File: config.mk
export PLATFORM = sky130hd
export DESIGN_NAME = brc_branch_ctrl
export DESIGN_NICKNAME = d
export VERILOG_FILES = /design/src/rtl/brc_pkg.sv /design/src/rtl/brc_cond.sv /design/src/rtl/brc_target.sv /design/src/rtl/brc_branch_ctrl.sv
export SDC_FILE = /design/constraint.sdc
export NUM_CORES = 1
export LEC_CHECK = 0
export BUFFER_PORTS_ARGS = -buffer_cell sky130_fd_sc_hd__buf_4
export CAP_MARGIN = 20
export CORE_MARGIN = 2
export CORE_UTILIZATION = 40
export DETAILED_ROUTE_END_ITERATION = 10
export PLACE_DENSITY = 0.58
export SETUP_SLACK_MARGIN = 0.15
export SYNTH_ARGS = -nofsm -noshare
export SYNTH_HDL_FRONTEND = slang
export SYNTH_HIERARCHICAL = 1
export SYNTH_SLANG_ARGS = --single-unit
File: constraint.sdc
create_clock -name clk -period 5.3 [get_ports clk]
set_clock_uncertainty 0.1 [all_clocks]
set_input_delay 0.265 -clock clk [delete_from_list [all_inputs] [get_ports clk]]
set_output_delay 0.265 -clock clk [all_outputs]
set_load 0.05 [all_outputs]
File: src/rtl/brc_pkg.sv
package brc_pkg;
    typedef enum logic [2:0] {
        ST_IDLE  = 3'd0,
        ST_ZP_A  = 3'd1,
        ST_ZP_B  = 3'd2,
        ST_OFS   = 3'd3,
        ST_TAKEN = 3'd4,
        ST_FIX   = 3'd5,
        ST_DONE  = 3'd6
    } brc_state_t;

    // cycles spent on opcode and first operand before the block starts
    localparam int unsigned BRC_BASE_CYCLES = 2;
endpackage

File: src/rtl/brc_cond.sv
module brc_cond #(
    parameter int unsigned DATA_W      = 8,
    parameter int unsigned SEL_W       = 3,
    parameter bit          BIT_TEST_EN = 1'b1
) (
    input  logic [DATA_W-1:0] flags,
    input  logic [SEL_W-1:0]  cond_sel,
    input  logic              cond_val,
    input  logic [DATA_W-1:0] test_value,
    input  logic [7:0]        test_opcode,
    output logic              plain_hit,
    output logic              bit_hit
);
    assign plain_hit = (flags[cond_sel] == cond_val);

    generate
        if (BIT_TEST_EN) begin : g_bit
            logic [2:0] bit_idx;
            logic       want_set;
            logic       unused_opc_low;
            assign bit_idx        = test_opcode[6:4];
            assign want_set       = test_opcode[7];
            assign unused_opc_low = ^test_opcode[3:0];
            assign bit_hit        = (test_value[bit_idx] == want_set);
        end else begin : g_nobit
            logic unused_bit_inputs;
            assign unused_bit_inputs = ^{test_value, test_opcode};
            assign bit_hit           = 1'b0;
        end
    endgenerate
endmodule

File: src/rtl/brc_target.sv
module brc_target #(
    parameter int unsigned ADDR_W = 16,
    parameter int unsigned OFS_W  = 8,
    parameter int unsigned PAGE_W = 8
) (
    input  logic [ADDR_W-1:0] base,
    input  logic [OFS_W-1:0]  offset,
    output logic [ADDR_W-1:0] target,
    output logic              crosses
);
    localparam int unsigned EXT_W = ADDR_W - OFS_W;

    logic [ADDR_W-1:0] ofs_ext;

    assign ofs_ext = {{EXT_W{offset[OFS_W-1]}}, offset};
    assign target  = base + ofs_ext;
    assign crosses = (target[ADDR_W-1:PAGE_W] != base[ADDR_W-1:PAGE_W]);
endmodule

File: src/rtl/brc_branch_ctrl.sv
module brc_branch_ctrl
    import brc_pkg::*;
#(
    parameter int unsigned ADDR_W      = 16,
    parameter int unsigned DATA_W      = 8,
    parameter int unsigned PAGE_W      = 8,
    parameter int unsigned SEL_W       = 3,
    parameter int unsigned CNT_W       = 3,
    parameter bit          BIT_TEST_EN = 1'b1
) (
    input  logic              clk,
    input  logic              rst_n,
    input  logic              start,
    input  logic              bit_mode,
    input  logic [15:0]       pc_in,
    input  logic [7:0]        arg_byte,
    input  logic [7:0]        opcode,
    input  logic [7:0]        flags,
    input  logic [2:0]        cond_sel,
    input  logic              cond_val,
    input  logic [7:0]        rd_data,
    output logic              bus_rd,
    output logic [15:0]       bus_addr,
    output logic              busy,
    output logic              done,
    output logic [15:0]       pc_out,
    output logic [2:0]        cycles_used
);
    localparam int unsigned HI_W = ADDR_W - PAGE_W;

    brc_state_t state, state_nx;

    logic [ADDR_W-1:0] pc_r;
    logic [ADDR_W-1:0] base_r;
    logic [DATA_W-1:0] off_r;
    logic [DATA_W-1:0] zp_r;
    logic [DATA_W-1:0] opnd_r;
    logic [7:0]        opc_r;
    logic              bitm_r;
    logic [CNT_W-1:0]  cnt_r;

    logic              plain_hit;
    logic              bit_hit;
    logic [ADDR_W-1:0] tgt;
    logic              tgt_cross;
    logic              bit_form_in;
    logic              in_fix;

    assign bit_form_in = bit_mode & BIT_TEST_EN;

    brc_cond #(
        .DATA_W(DATA_W), .SEL_W(SEL_W), .BIT_TEST_EN(BIT_TEST_EN)
    ) u_cond (
        .flags      (flags),
        .cond_sel   (cond_sel),
        .cond_val   (cond_val),
        .test_value (opnd_r),
        .test_opcode(opc_r),
        .plain_hit  (plain_hit),
        .bit_hit    (bit_hit)
    );

    brc_target #(
        .ADDR_W(ADDR_W), .OFS_W(DATA_W), .PAGE_W(PAGE_W)
    ) u_target (
        .base   (pc_r),
        .offset (off_r),
        .target (tgt),
        .crosses(tgt_cross)
    );

    // state register
    always_ff @(posedge clk) begin
        if (!rst_n) state <= ST_IDLE;
        else        state <= state_nx;
    end

    // transitions
    always_comb begin
        state_nx = state;
        unique case (state)
            ST_IDLE: begin
                if (start) begin
                    if (bit_form_in)     state_nx = ST_ZP_A;
                    else if (plain_hit)  state_nx = ST_TAKEN;
                    else                 state_nx = ST_DONE;
                end
            end
            ST_ZP_A:  state_nx = ST_ZP_B;
            ST_ZP_B:  state_nx = ST_OFS;
            ST_OFS:   state_nx = bit_hit ? ST_TAKEN : ST_DONE;
            ST_TAKEN: state_nx = tgt_cross ? ST_FIX : ST_DONE;
            ST_FIX:   state_nx = ST_DONE;
            ST_DONE:  state_nx = ST_IDLE;
            default:  state_nx = ST_IDLE;
        endcase
    end

    // datapath registers
    always_ff @(posedge clk) begin
        if (!rst_n) begin
            pc_r   <= '0;
            base_r <= '0;
            off_r  <= '0;
            zp_r   <= '0;
            opnd_r <= '0;
            opc_r  <= '0;
            bitm_r <= 1'b0;
            cnt_r  <= '0;
        end else begin
            unique case (state)
                ST_IDLE: begin
                    if (start) begin
                        pc_r   <= pc_in + 1'b1;
                        off_r  <= arg_byte;
                        zp_r   <= arg_byte;
                        opc_r  <= opcode;
                        bitm_r <= bit_form_in;
                        cnt_r  <= CNT_W'(BRC_BASE_CYCLES);
                    end
                end
                ST_ZP_A: cnt_r <= cnt_r + 1'b1;
                ST_ZP_B: begin
                    opnd_r <= rd_data;
                    cnt_r  <= cnt_r + 1'b1;
                end
                ST_OFS: begin
                    off_r <= rd_data;
                    pc_r  <= pc_r + 1'b1;
                    cnt_r <= cnt_r + 1'b1;
                end
                ST_TAKEN: begin
                    base_r <= pc_r;
                    pc_r   <= tgt;
                    cnt_r  <= cnt_r + 1'b1;
                end
                ST_FIX:  cnt_r <= cnt_r + 1'b1;
                ST_DONE: ;
                default: ;
            endcase
        end
    end

    assign in_fix = (state == ST_FIX);

    // outputs
    always_comb begin
        bus_rd   = 1'b0;
        bus_addr = '0;
        busy     = (state != ST_IDLE);
        done     = 1'b0;
        unique case (state)
            ST_IDLE: ;
            ST_ZP_A, ST_ZP_B: begin
                bus_rd   = 1'b1;
                bus_addr = {{HI_W{1'b0}}, zp_r};
            end
            ST_OFS, ST_TAKEN: begin
                bus_rd   = 1'b1;
                bus_addr = pc_r;
            end
            ST_FIX: begin
                bus_rd   = 1'b1;
                bus_addr = bitm_r ? base_r
                                  : {base_r[ADDR_W-1:PAGE_W], pc_r[PAGE_W-1:0]};
            end
            ST_DONE: done = 1'b1;
            default: ;
        endcase
    end

    assign pc_out      = pc_r;
    assign cycles_used = cnt_r;
endmodule

==> flow_summary.ini <==
[layout]
seqCellArea_um2 = 1340
nets = 768
n_antenna_cell = 0
fin_cells = 846
drive_gt1_frac = 0.192
area_growth_pct = 20.5
finalInstanceArea_um2 = 5910
n_fill_cell = 1197
multi_input_area_um2 = 3290

[drt]
finalWirelength_mm = 15.5
drcViolationCount = 0
drt_iter0_markers = 301
viasPerCell = 5.85
wl_met3_um = 791
drtPass1Iterations = 6
wl_met2_mm = 7.51
top_layer_used = met4
ant_nets = 0
wl_met1_mm = 6.85
vias = 4951
wl_per_cell_um = 18.3

[logic_synthesis]
syn_nets = 708
syn_avg_cell_area_um2 = 7.73
netlist_area_um2 = 4900
ys.warnings.count = 6
syn_inst = 634

[clocking]
clock-root-buffer = clkbuf_16
clk_latency_ns = 0.34
htree_levels = 3
cts_buffers = 9
cts_hold_buf = 0
clockBufferDepth = 2
clkTransAtPathRegs_ns = 0.06
cts_tree = done
cts_setup_buffers = 0
ctsResizeCount = 0
clock_sinks = 67

[hold_path]
min-delay-start = opcode[4]
hold_path.class = in -> reg
holdPathStages = 3
hold_path_end = opc_r[4]$_SDFFE_PN0P_

[power]
p_leak_nw = 2.46
peakVddDrop_mv = 0.291
power_density_nw_per_um2 = 582

[timing]
slew_viol_final = 0
hold_violations = 0
rsz0062_at_grt = false
setup_viol = 0
worstMarginPinSlew_ns = 1.08
whs_ns = 0.0664
timing.fmax_mhz = 282
tns_ns = 0
period_share = 0.669
relSlewSlack = 0.280
fin_crit_ns = 3.54

[global_routing]
track_usage = 0.240
antenna_found_initial = 0
grt_pass1_vias = 4756
grt_overflow_total = 0
grt_pass1_wl_mm = 24.7
grt_start_max_net_pins = 59

[flow_run]
drv_cap = 0

[worst_setup_path]
reg2reg_to = state[1]$_SDFFE_PN0P_
rr_worst_depth = 13
cp_data_arrival_time_ns = 3.72
cp-start-kind = register
worstSetupPathType = reg -> reg
r2r_setup_slack_ns = 1.76
path_max_fanout = 9
worstSetupEndpointType = register
cp_data_required_time_ns = 5.48
worstSetupStartpoint = pc_out[0]$_SDFFE_PN0P_
reg2reg_from = pc_out[0]$_SDFFE_PN0P_

[floorplan]
io_pins = 94
die_x_um = 115
core_um2 = 12000
start_util = 0.410
row_count = 40
dieArea_um2 = 13200
die_h_um = 115

[place]
place_hpwl_mm = 11.3
portBuffers = 89
placed_area_um2 = 5580
gp_congestion = 0.872
placedCellCount = 830

[status]
outcome = finished, final reports clean
## worst max-delay path, stage by stage, from the launching register on
cell      delay, ns
dfxtp_1        0.40
ha_1           0.29
fa_1           0.42
a21oi_1        0.24
o211ai_1       0.24
o21a_1         0.28
a311o_1        0.37
xor2_1         0.23
xnor2_1        0.15
nand4_1        0.21
nor2b_1        0.19
o21ai_0        0.15
a31oi_1        0.10
nor2_1         0.08
## metrics by stage
| stage | util | total power [mW] | worst slack [ns] |
|---|---|---|---|
| after floorplan | - | 2.26 | 2.07 |
| after global placement | 0.467 | 2.75 | 1.85 |
| after detailed placement | 0.467 | 2.77 | 1.81 |
| after CTS | 0.494 | 3.45 | 1.78 |
| after global routing | 0.494 | 3.66 | 1.45 |
| final | 0.494 | 3.44 | 1.76 |
## area by class of cell
type                    count  share of cell area
inverters                  15             0.00953
clock inverters             6              0.0161
flip-flops and latches     67               0.227
clock buffers              10              0.0388
well taps                 147              0.0311
repair buffers             94               0.119
multi-input cells         507               0.558
## registers in the layout, indices dropped and copies added (netlist names)
| signal | cells |
|---|---|
| zp_r | 8 |
| opnd_r | 8 |
| state | 3 |
| base_r | 16 |
| opc_r | 4 |
| off_r | 8 |
| pc_out | 16 |
| bitm_r | 1 |
| cycles_used | 3 |
## worst max path at each step
stage	endpoint	slack, ns	cells past startpoint
floorplan	state[1]$_SDFFE_PN0P_	2.07	13
global placement	state[1]$_SDFFE_PN0P_	1.85	12
detailed placement	state[1]$_SDFFE_PN0P_	1.81	13
CTS	state[1]$_SDFFE_PN0P_	1.78	13
global route	state[1]$_SDFFE_PN0P_	1.45	12
finish	state[1]$_SDFFE_PN0P_	1.76	13
## cells in the final DEF, fill, tap and decap left out, types with 6 or more instances in the layout
cell	n
nand2_1	117
xnor2_1	11
mux2i_1	27
xor2_1	21
a222oi_1	8
a22oi_1	12
nor3_1	24
inv_1	14
ha_1	17
o22ai_1	13
a21boi_0	6
o211ai_1	6
nor2_1	42
a31oi_1	7
buf_4	94
o21ai_0	20
clkbuf_16	9
nand3_1	20
a21oi_1	54
dfxtp_1	67
## per-layer routing
metal  global-route usage  vias to the layer above
li1                     -                     2440
met1                0.306                     2330
met2                0.400                      154
met3               0.0455                       27
met4               0.0951                        0
met5                    0                        -
## where the power goes
group	switching [mW]	internal [mW]	leakage, nW
Combinational	1.22	0.669	1.76
Clock	0.253	0.418	0.158
Sequential	0.241	0.634	0.548
Power figures use the tool's default switching activity.
